$ cat src/rtl/msic_pkg.sv
package msic_pkg;

  typedef enum logic [1:0] {
    JM_NORMAL    = 2'b00,
    JM_CIRC      = 2'b01,
    JM_CLEAR     = 2'b10,
    JM_CLEAR_ALT = 2'b11
  } jc_mode_e;

endpackage

$ cat src/rtl/msic_johnson.sv
module msic_johnson #(
  parameter int W = 8
) (
  input  logic         clk,
  input  logic         rst,
  input  logic         adv,
  input  logic [1:0]   mode,
  output logic [W-1:0] q,
  output logic [W-1:0] nxt
);
  import msic_pkg::*;

  jc_mode_e mode_e;
  logic     mux_sel;
  logic     gate_en;
  logic     gate_out;
  logic     fb;

  assign mode_e   = jc_mode_e'(mode);
  // Select 1 routes the gated last stage, select 0 routes its inverse.
  assign mux_sel  = (mode_e != JM_NORMAL);
  assign gate_en  = (mode_e == JM_CIRC);
  assign gate_out = gate_en & q[W-1];
  assign fb       = mux_sel ? gate_out : ~q[W-1];

  assign nxt[0] = fb;
  for (genvar i = 1; i < W; i++) begin : g_stage
    assign nxt[i] = q[i-1];
  end

  always_ff @(posedge clk) begin
    if (rst)      q <= '0;
    else if (adv) q <= nxt;
  end
endmodule

$ cat src/rtl/msic_lfsr.sv
module msic_lfsr #(
  parameter int           W    = 8,
  parameter logic [W-1:0] TAPS = 8'hB8,
  parameter logic [W-1:0] INIT = 8'h0D
) (
  input  logic         clk,
  input  logic         rst,
  input  logic         adv,
  output logic [W-1:0] q,
  output logic [W-1:0] nxt
);
  assign nxt = {q[W-2:0], ^(q & TAPS)};

  always_ff @(posedge clk) begin
    if (rst)      q <= INIT;
    else if (adv) q <= nxt;
  end
endmodule

$ cat src/rtl/msic_step_count.sv
module msic_step_count #(
  parameter int LEN = 16
) (
  input  logic clk,
  input  logic rst,
  input  logic clr,
  input  logic adv,
  output logic last
);
  localparam int CNT_W = (LEN > 1) ? $clog2(LEN) : 1;
  localparam logic [CNT_W-1:0] TOP = CNT_W'(LEN - 1);

  logic [CNT_W-1:0] cnt;

  assign last = adv & (cnt == TOP);

  always_ff @(posedge clk) begin
    if (rst || clr)  cnt <= '0;
    else if (adv)    cnt <= (cnt == TOP) ? '0 : cnt + CNT_W'(1);
  end
endmodule

$ cat src/rtl/msic_pattern_gen.sv
module msic_pattern_gen #(
  parameter int                STAGES    = 8,
  parameter logic [STAGES-1:0] TAPS      = 8'hB8,
  parameter logic [STAGES-1:0] SEED_INIT = 8'h0D
) (
  input  logic              clk,
  input  logic              rst,
  input  logic              seed_step,
  input  logic              jc_step,
  input  logic [1:0]        jc_mode,
  output logic [STAGES-1:0] vec_out,
  output logic              vec_valid,
  output logic              seed_end
);
  localparam int WALK_LEN = 2 * STAGES;

  logic              jc_adv;
  logic              walk_last;
  logic [STAGES-1:0] jc_q, jc_nxt;
  logic [STAGES-1:0] sd_q, sd_nxt;

  // Seed advance wins over a simultaneous Johnson advance.
  assign jc_adv = jc_step & ~seed_step;

  msic_johnson #(.W(STAGES)) u_jc (
    .clk(clk), .rst(rst), .adv(jc_adv), .mode(jc_mode),
    .q(jc_q), .nxt(jc_nxt)
  );

  msic_lfsr #(.W(STAGES), .TAPS(TAPS), .INIT(SEED_INIT)) u_seed (
    .clk(clk), .rst(rst), .adv(seed_step),
    .q(sd_q), .nxt(sd_nxt)
  );

  msic_step_count #(.LEN(WALK_LEN)) u_cnt (
    .clk(clk), .rst(rst), .clr(seed_step), .adv(jc_adv),
    .last(walk_last)
  );

  always_ff @(posedge clk) begin
    if (rst) begin
      vec_out   <= '0;
      vec_valid <= 1'b0;
      seed_end  <= 1'b0;
    end else begin
      vec_valid <= seed_step | jc_step;
      seed_end  <= walk_last;
      if (seed_step)   vec_out <= jc_q ^ sd_nxt;
      else if (jc_step) vec_out <= jc_nxt ^ sd_q;
    end
  end
endmodule

$ cat config.mk
export PLATFORM = sky130hd
export DESIGN_NAME = msic_pattern_gen
export DESIGN_NICKNAME = d
export VERILOG_FILES = /design/src/rtl/msic_pkg.sv /design/src/rtl/msic_johnson.sv /design/src/rtl/msic_lfsr.sv /design/src/rtl/msic_step_count.sv /design/src/rtl/msic_pattern_gen.sv
export SDC_FILE = /design/constraint.sdc
export NUM_CORES = 1
export LEC_CHECK = 0
export BUFFER_PORTS_ARGS = -buffer_cell sky130_fd_sc_hd__buf_4
export CORE_MARGIN = 1
export CORE_UTILIZATION = 49
export DETAILED_ROUTE_END_ITERATION = 12
export MAX_ROUTING_LAYER = met4
export PLACE_DENSITY_LB_ADDON = 0.25
export SLEW_MARGIN = 10
export SYNTH_ARGS = -nofsm -noshare
export SYNTH_HDL_FRONTEND = slang
export SYNTH_SLANG_ARGS = --single-unit
export TNS_END_PERCENT = 10
$ cat constraint.sdc
create_clock -name clk -period 1.6 [get_ports clk]
set_input_delay 0.08 -clock clk [delete_from_list [all_inputs] [get_ports clk]]
set_output_delay 0.08 -clock clk [all_outputs]
set_load 0.1 [all_outputs]
* Yosys cells after proc, flatten, opt, wreduce, memory -nomap -nowiden
Cells that the tools add are included.
** Operators by class
- Add/sub/neg operators :: 1
- Multiply operators :: 0
- Divide/modulo/power cells :: 0
- Order comparisons :: 0
- Equality and inequality tests :: 2
- Shift-type cells :: 0
- Multiplexer cells :: 4
- Bitwise gates (word level) :: 8
- Reductions and logical operators :: 4
** Operators with widths (number)
- $mux W8 :: 2
- $xor A8 B8 Y8 :: 2
- $reduce_xor A8 Y1 :: 1
- $add A4 B1 Y4 const B :: 1
- $eq A4 B4 Y1 const B :: 1
- $mux W4 :: 1
- $reduce_bool A2 Y1 :: 2
- $and A1 B1 Y1 :: 3
- $eq A2 B1 Y1 const B :: 1
- $not A1 Y1 :: 2
- $logic_or A1 B1 Y1 :: 1
- $mux W1 :: 1
- $or A1 B1 Y1 :: 1
** Storage, ports and cells
- Register bits :: 30
- Bits in latches :: 0
- RAM bits :: 0
- Memory bits (read-only) :: 0
- Input bits :: 6
- Output and inout bits :: 10
- Logic and storage cells :: 25
- Memories :: 0

* Depth between registers and ports, before layout
Gate-level depths: netlist of run 1.
- Depth after elaboration :: 6
- Mapped depth :: 6
- Gate-level depth less buffers :: 4

* Cells and area by module
From an unflattened synthesis of run 1, not the netlist that was laid out.
** Unflattened totals
- Cells, all modules :: 150
- Area, all modules :: 1507.7 sq um
** By module, submodules not included
- msic_pattern_gen :: instances 1, cells an instance 59, area each 600.6 sq um, seq. area each 200.2 sq um
- msic_johnson :: instances 1, cells an instance 37, area each 366.6 sq um, seq. area each 160.2 sq um
- msic_lfsr :: instances 1, cells an instance 37, area each 366.6 sq um, seq. area each 160.2 sq um
- msic_step_count :: instances 1, cells an instance 17, area each 173.9 sq um, seq. area each 80.1 sq um

* Worst setup path before layout of run 1
Ideal clock, no wire load.
- Path type :: register to register
- Start point :: register vec_out[0] (netlist name)
- End point :: register vec_out[0]
- Library setup time :: 0.086 ns
- Arrival :: 1.464 ns
- Required time :: 1.514 ns
- Setup slack :: 0.050 ns
- Stages on the path, launching flop included :: 4
- Buffers on the path :: 0
- Period minus slack after synthesis :: 1.550 ns
- Cells stage by stage :: dfxtp_1 > nor3_1 > or2_2 > a221oi_2
** RTL lines
- end signal, assigned :: RTL line msic_pattern_gen.sv:48 : if (seed_step) vec_out <= jc_q ^ sd_nxt;
- end signal, assigned :: RTL line msic_pattern_gen.sv:49 : else if (jc_step) vec_out <= jc_nxt ^ sd_q;
- end, declared :: RTL line msic_pattern_gen.sv:11 : output logic [STAGES-1:0] vec_out,

* Final worst setup path of run 1
- Start point :: register u_seed.q[5]
- End point :: register vec_out[0]
** On the way
- Cells in the longest elaborated chain, start to end :: 3
** RTL lines
- start, declared :: RTL line msic_lfsr.sv:9 : output logic [W-1:0] q,
- start signal, assigned :: RTL line msic_lfsr.sv:16 : else if (adv) q <= nxt;
- $reduce_xor A8 Y1 :: RTL line msic_lfsr.sv:12 : assign nxt = {q[W-2:0], ^(q & TAPS)};
- $xor A8 B8 Y8 :: RTL line msic_pattern_gen.sv:48
- $mux W8 :: RTL line msic_pattern_gen.sv:48
No other way between the ends.
A chain may end at the register's enable or synchronous reset.

==> results of run 1 <==
worst max-delay path, delay by kind of cell (launching register included):
family | cells | cell delay, ps
flip-flops | 1 | 450
XOR/XNOR | 3 | 520
AO/OA/AOI/OAI | 1 | 250
path summary, 6_finish.rpt:
check          endpoint  slack (ps)  cells past startpoint
min reg2reg    seed_end         480                      2
max reg2reg  vec_out[0]         310                      4
max          vec_out[0]         310                      4
min           u_jc.q[0]          40                      4
Yosys cell counts, drive strengths merged (3+ instances only):
cell type,number,area share
nor3,5,0.019
buf,7,0.026
nor2b,4,0.019
nand2,19,0.053
clkbuf,5,0.015
xnor2,11,0.072
mux2i,6,0.045
a21oi,17,0.064
xor2,10,0.065
a211oi,7,0.039
a211o,3,0.020
nor2,23,0.065
dfxtp,30,0.45
cell families after synthesis:
| family | share of synthesized area |
|---|---|
| compound gates | 0.153 |
| simple gates | 0.165 |
| fa+ha+maj | 0.00935 |
| mux | 0.0449 |
| flops | 0.449 |
| buf+inv | 0.0412 |
| xor+xnor | 0.138 |
flip-flops by register name (all words and copies together), names as in the netlist:
| signal | count |
|---|---|
| u_seed.q | 8 |
| seed_end | 1 |
| u_jc.q | 8 |
| u_cnt.cnt | 4 |
| vec_valid | 1 |
| vec_out | 8 |
stage by stage:
stage | cells | util
6_report | 198 | 0.601
5_1_grt | 198 | 0.601
4_1_cts | 198 | 0.601
3_5_place_dp | 190 | 0.577
3_3_place_gp | 190 | 0.577
2_1_floorplan | 154 | -
cells in the final DEF (no fill, tap or decap):
master and count:
a311oi_1 1, dfxtp_1 30, or2_2 1, nand2_1 19, a2111oi_0 1, nor3_1 5, clkbuf_8 1, a211o_1 3
xnor2_1 11, nor2_1 23, a21oi_1 17, clkbuf_1 1, ha_1 1, xor2_1 10, clkinv_2 1, nor2b_1 4
a41oi_1 1, a221oi_2 1, a211oi_1 7, buf_4 18, nand2b_1 1, clkbuf_4 5, mux2i_1 6
report_power, final:
| group | leakage [nW] | internal, mW | switching [mW] | total, mW |
|---|---|---|---|---|
| Combinational | 0.325 | 0.0950 | 0.213 | 0.308 |
| Clock | 0.0353 | 0.213 | 0.258 | 0.471 |
| Sequential | 0.246 | 0.778 | 0.0322 | 0.810 |
area by class of cell:
class                           count  area (µm²)
Clock inverter                      1        5.00
Tap cell                           30        37.5
Clock buffer                        7        55.1
Timing Repair Buffer               18         135
Fill cell                         230        1010
Multi-Input combinational cell    112         682
Sequential cell                    30         601
routing by layer:
metal,track usage,vias up,wire (µm)
li1,-,543,-
met1,0.237,490,1240
met2,0.339,22,1260
met3,0.0833,7,114
met4,0.0897,0,53
met5,-,-,0
==> flow_metrics.env, run 1 <==
export IMPL_synth_nets=161
export IMPL_die_x_um=54.2
export IMPL_initial_core_util=0.530
export IMPL_grt_pass1_vias=925
export IMPL_path_class="flop to flop"
export IMPL_antenna_cells=0
export IMPL_synth_edff_count=0
export IMPL_status="finished clean"
export IMPL_worst_pin_slew_ps=320
export IMPL_grt_first_pass_wirelength_um=4190
export IMPL_cts_made_buffers=5
export IMPL_cts_tree="yes"
export IMPL_critPathSlowestCell="dfxtp_1"
export IMPL_first_pass_iters=4
export IMPL_synth_ff_type="dfxtp_1"
export IMPL_hold_buffers=0
export IMPL_crit_chain="xor2_1 -> xnor2_1 -> xnor2_1 -> a221oi_2"
export IMPL_port_buffers=15
export IMPL_finalSetupTns_ps=0
export IMPL_htreeDepth=2
export IMPL_slowest_delay_ps=450
export IMPL_post_drt_via_cell_ratio=5.36
export IMPL_cp_startpoint="u_seed.q[5]"
export IMPL_yosysWarnings=0
export IMPL_grt_max_degree=31
export IMPL_worstPathArrival_ps=1540
export IMPL_synth_seq_area_share=0.449
export IMPL_pre_cts_slack_ps=322
export IMPL_hp_class="input pin to flop"
export IMPL_io_pins=16
export IMPL_p_total_mw=1.59
export IMPL_clk_pin_slew_ps=90
export IMPL_route_antenna_remaining_nets=0
export IMPL_synth_cells=154
export IMPL_hold_viol_final=0
export IMPL_leakagePower_nw=0.606
export IMPL_drc=0
export IMPL_antenna_found_initial=0
export IMPL_hold_ws_ps=41.9
export IMPL_die_y_um=54.2
export IMPL_crit_top_cell="xnor2_1"
export IMPL_rsz0062_at_grt="false"
export IMPL_root_buffer="clkbuf_4"
export IMPL_synth_cell_type_count=23
export IMPL_drv_slew=0
export IMPL_wl_um=2670
export IMPL_clk_path_buf_depth=2
export IMPL_cp_data_required_time_ps=1850
export IMPL_clock_sinks=30
export IMPL_critPathMaxFanout=5
export IMPL_finalSetupViolations=0
export IMPL_die_area_um2=2940
export IMPL_rows=18
export IMPL_final_nets=174
export IMPL_placed_cell_area_um2=1460
export IMPL_drive_gt1_frac=0.161
export IMPL_grt_use_total=0.213
export IMPL_min_from="jc_mode[1]"
export IMPL_cts_resized_gates=0
export IMPL_rr_startpoint="u_seed.q[5]"
export IMPL_p_per_area_nw_per_um2=1050
export IMPL_wire_per_inst_um=13.5
export IMPL_dr_total_vias=1062
export IMPL_fin_crit_ps=1290
export IMPL_fmax_mhz=775
export IMPL_drtIter0Drc=17
export IMPL_core_um2=2520
export IMPL_place_congestion=0.788
export IMPL_synth_area_um2=1340
export IMPL_skew_ps=7.16
export IMPL_stdcell_area_um2=1520
export IMPL_endpoint_kind="flop"
export IMPL_clock_latency_ps=330
export IMPL_ys_async_sr_fraction=0
export IMPL_cap_violations=0
export IMPL_peakVddDrop_v=0.000638
export IMPL_overflow=0
export IMPL_finalCritPeriodShare=0.807
export IMPL_post_cts_setup_buffers=0
export IMPL_critPathLaunchType="flop"
export IMPL_fin_ws_ps=309
export IMPL_ys_ff_latch=30
export IMPL_syn_area_per_cell_um2=8.69
export IMPL_areaGrowthSynthToFinish_pct=13.3
export IMPL_relSlewSlack=0.781
export IMPL_dp_hpwl_um=1880
Power figures use the tool's default switching activity.
==> run 2, diff against run 1 <==
==> constraint.sdc (replaced) <==
create_clock -name clk -period 1.4 [get_ports clk]
set_input_delay 0.07 -clock clk [delete_from_list [all_inputs] [get_ports clk]]
set_output_delay 0.07 -clock clk [all_outputs]
set_load 0.1 [all_outputs]
==> flow_metrics.env, run 2 (same netlist as run 1, synthesis figures left out) <==
export IMPL_placed_cell_area_um2=1460
export IMPL_io_pins=16
export IMPL_hp_class="input pin to flop"
export IMPL_worstReg2RegEnd="u_cnt.cnt[3]"
export IMPL_worstPathArrival_ps=1470
export IMPL_peakVddDrop_v=0.000670
export IMPL_cp_startpoint="u_cnt.cnt[0]"
export IMPL_worst_pin_slew_ps=318
export IMPL_cts_resized_gates=0
export IMPL_drive_gt1_frac=0.161
export IMPL_antenna_cells=0
export IMPL_leakagePower_nw=0.601
export IMPL_root_buffer="clkbuf_4"
export IMPL_p_per_area_nw_per_um2=1160
export IMPL_fmax_mhz=798
export IMPL_crit_path_end="u_cnt.cnt[3]"
export IMPL_die_area_um2=2940
export IMPL_cp_top_family="compound AO/OA/AOI/OAI gates"
export IMPL_post_drt_via_cell_ratio=5.18
export IMPL_rows=18
export IMPL_critPathMaxFanout=5
export IMPL_wl_um=2540
export IMPL_clock_sinks=30
export IMPL_critPathSlowestCell="dfxtp_1"
export IMPL_reg_top3="u_jc.q (8), u_seed.q (8), vec_out (8)"
export IMPL_reg2reg_slack_ps=150
export IMPL_p_clk_frac=0.269
export IMPL_hold_ws_ps=34.5
export IMPL_reg2regPathDepth=4
export IMPL_final_nets=175
export IMPL_critPathLaunchType="flop"
export IMPL_sw_frac_of_total=0.320
export IMPL_gr_max_usage_layer="met2"
export IMPL_grtUsageMet1=0.242
export IMPL_layout_commonest_cell="dfxtp_1"
export IMPL_relSlewSlack=0.782
export IMPL_cp_depth=4
export IMPL_initial_core_util=0.530
export IMPL_rr_startpoint="u_cnt.cnt[0]"
export IMPL_antenna_found_initial=0
export IMPL_p_total_mw=1.75
export IMPL_finalSetupViolations=0
export IMPL_dr_total_vias=1026
export IMPL_use_met3=0.0861
export IMPL_crit_buf_inv=0
export IMPL_drtIter0Drc=7
export IMPL_clock_latency_ps=330
export IMPL_fin_crit_ps=1250
export IMPL_switching_power_uw=559
export IMPL_status="finished clean"
export IMPL_rsz0062_at_grt="false"
export IMPL_skew_ps=7.55
export IMPL_cap_violations=0
export IMPL_crit_chain="ha_1 -> a21oi_1 -> nor2_1 -> a2111oi_0"
export IMPL_htreeDepth=2
export IMPL_slowest_delay_ps=360
export IMPL_drc=0
export IMPL_clk_path_buf_depth=2
export IMPL_cp_data_required_time_ps=1620
export IMPL_grt_pass1_vias=900
export IMPL_first_pass_iters=4
export IMPL_grt_max_degree=31
export IMPL_path_class="flop to flop"
export IMPL_core_um2=2520
export IMPL_areaGrowthSynthToFinish_pct=12.8
export IMPL_clk_pin_slew_ps=90
export IMPL_dp_hpwl_um=1690
export IMPL_cts_made_buffers=5
export IMPL_intPower_mw=1.19
export IMPL_cts_tree="yes"
export IMPL_grt_first_pass_wirelength_um=3990
export IMPL_place_congestion=0.757
export IMPL_hold_buffers=0
export IMPL_die_y_um=54.2
export IMPL_wire_per_inst_um=12.8
export IMPL_grt_use_total=0.205
export IMPL_drv_slew=0
export IMPL_post_cts_setup_buffers=0
export IMPL_finalCritPeriodShare=0.895
export IMPL_route_antenna_remaining_nets=0
export IMPL_layout_common_cells="dfxtp_1 (29), nor2_1 (23), nand2_1 (19), buf_4 (19), a21oi_1 (17)"
export IMPL_p_seq_frac=0.529
export IMPL_hold_viol_final=0
export IMPL_endpoint_kind="flop"
export IMPL_port_buffers=15
export IMPL_p_comb_frac=0.201
export IMPL_stdcell_area_um2=1510
export IMPL_utilization=0.598
export IMPL_die_x_um=54.2
export IMPL_globalRouteMet2Util=0.297
export IMPL_overflow=0
==> run 2: power groups by stage <==
stage                     combinational, mW  sequential, mW  clock, mW
after global placement                0.348           0.944          0
after floorplan                       0.154            1.07          0
after detailed placement              0.350           0.945          0
after global routing                  0.376           0.932      0.514
after CTS                             0.352           0.925      0.486
final                                 0.352           0.926      0.471
==> run 2: routing by layer <==
metal / routed length, µm / vias up
met5: 0 / -
met4: 41 / 0
met3: 114 / 6
met2: 1120 / 18
met1: 1260 / 459
li1: - / 543
==> run 2: worst min-delay path by stage <==
stage | depth (start not counted) | start | slack (ps) | endpoint
final | 2 | seed_step | 30 | u_cnt.cnt[0]
after CTS | 2 | seed_step | 20 | u_cnt.cnt[2]
after detailed placement | 2 | seed_step | 380 | u_cnt.cnt[2]
after global routing | 2 | seed_step | 30 | u_cnt.cnt[0]
after floorplan | 1 | rst | 160 | u_cnt.cnt[3]
after global placement | 2 | seed_step | 370 | u_cnt.cnt[0]
==> run 2: per-stage QoR <==
step                setup TNS, ps  setup slack, ps  std cells
global placement                0              227        191
detailed placement              0              186        191
floorplan                    -380            -55.1        154
CTS                             0              164        198
global route                    0             47.1        198
finish                          0              146        198
==> run 2: layout make-up <==
type                       instances  area (µm²)
timing repair buffer              19         143
multi-input combinational        112         682
sequential                        30         602
tap                               30        37.5
clock buffer                       7        45.0
fill                             235        1010
==> run 2: worst register-to-register path, stage by stage (launching register included) <==
cell	delay (ps)
dfxtp_1	360
ha_1	250
a21oi_1	130
nor2_1	50
a2111oi_0	360
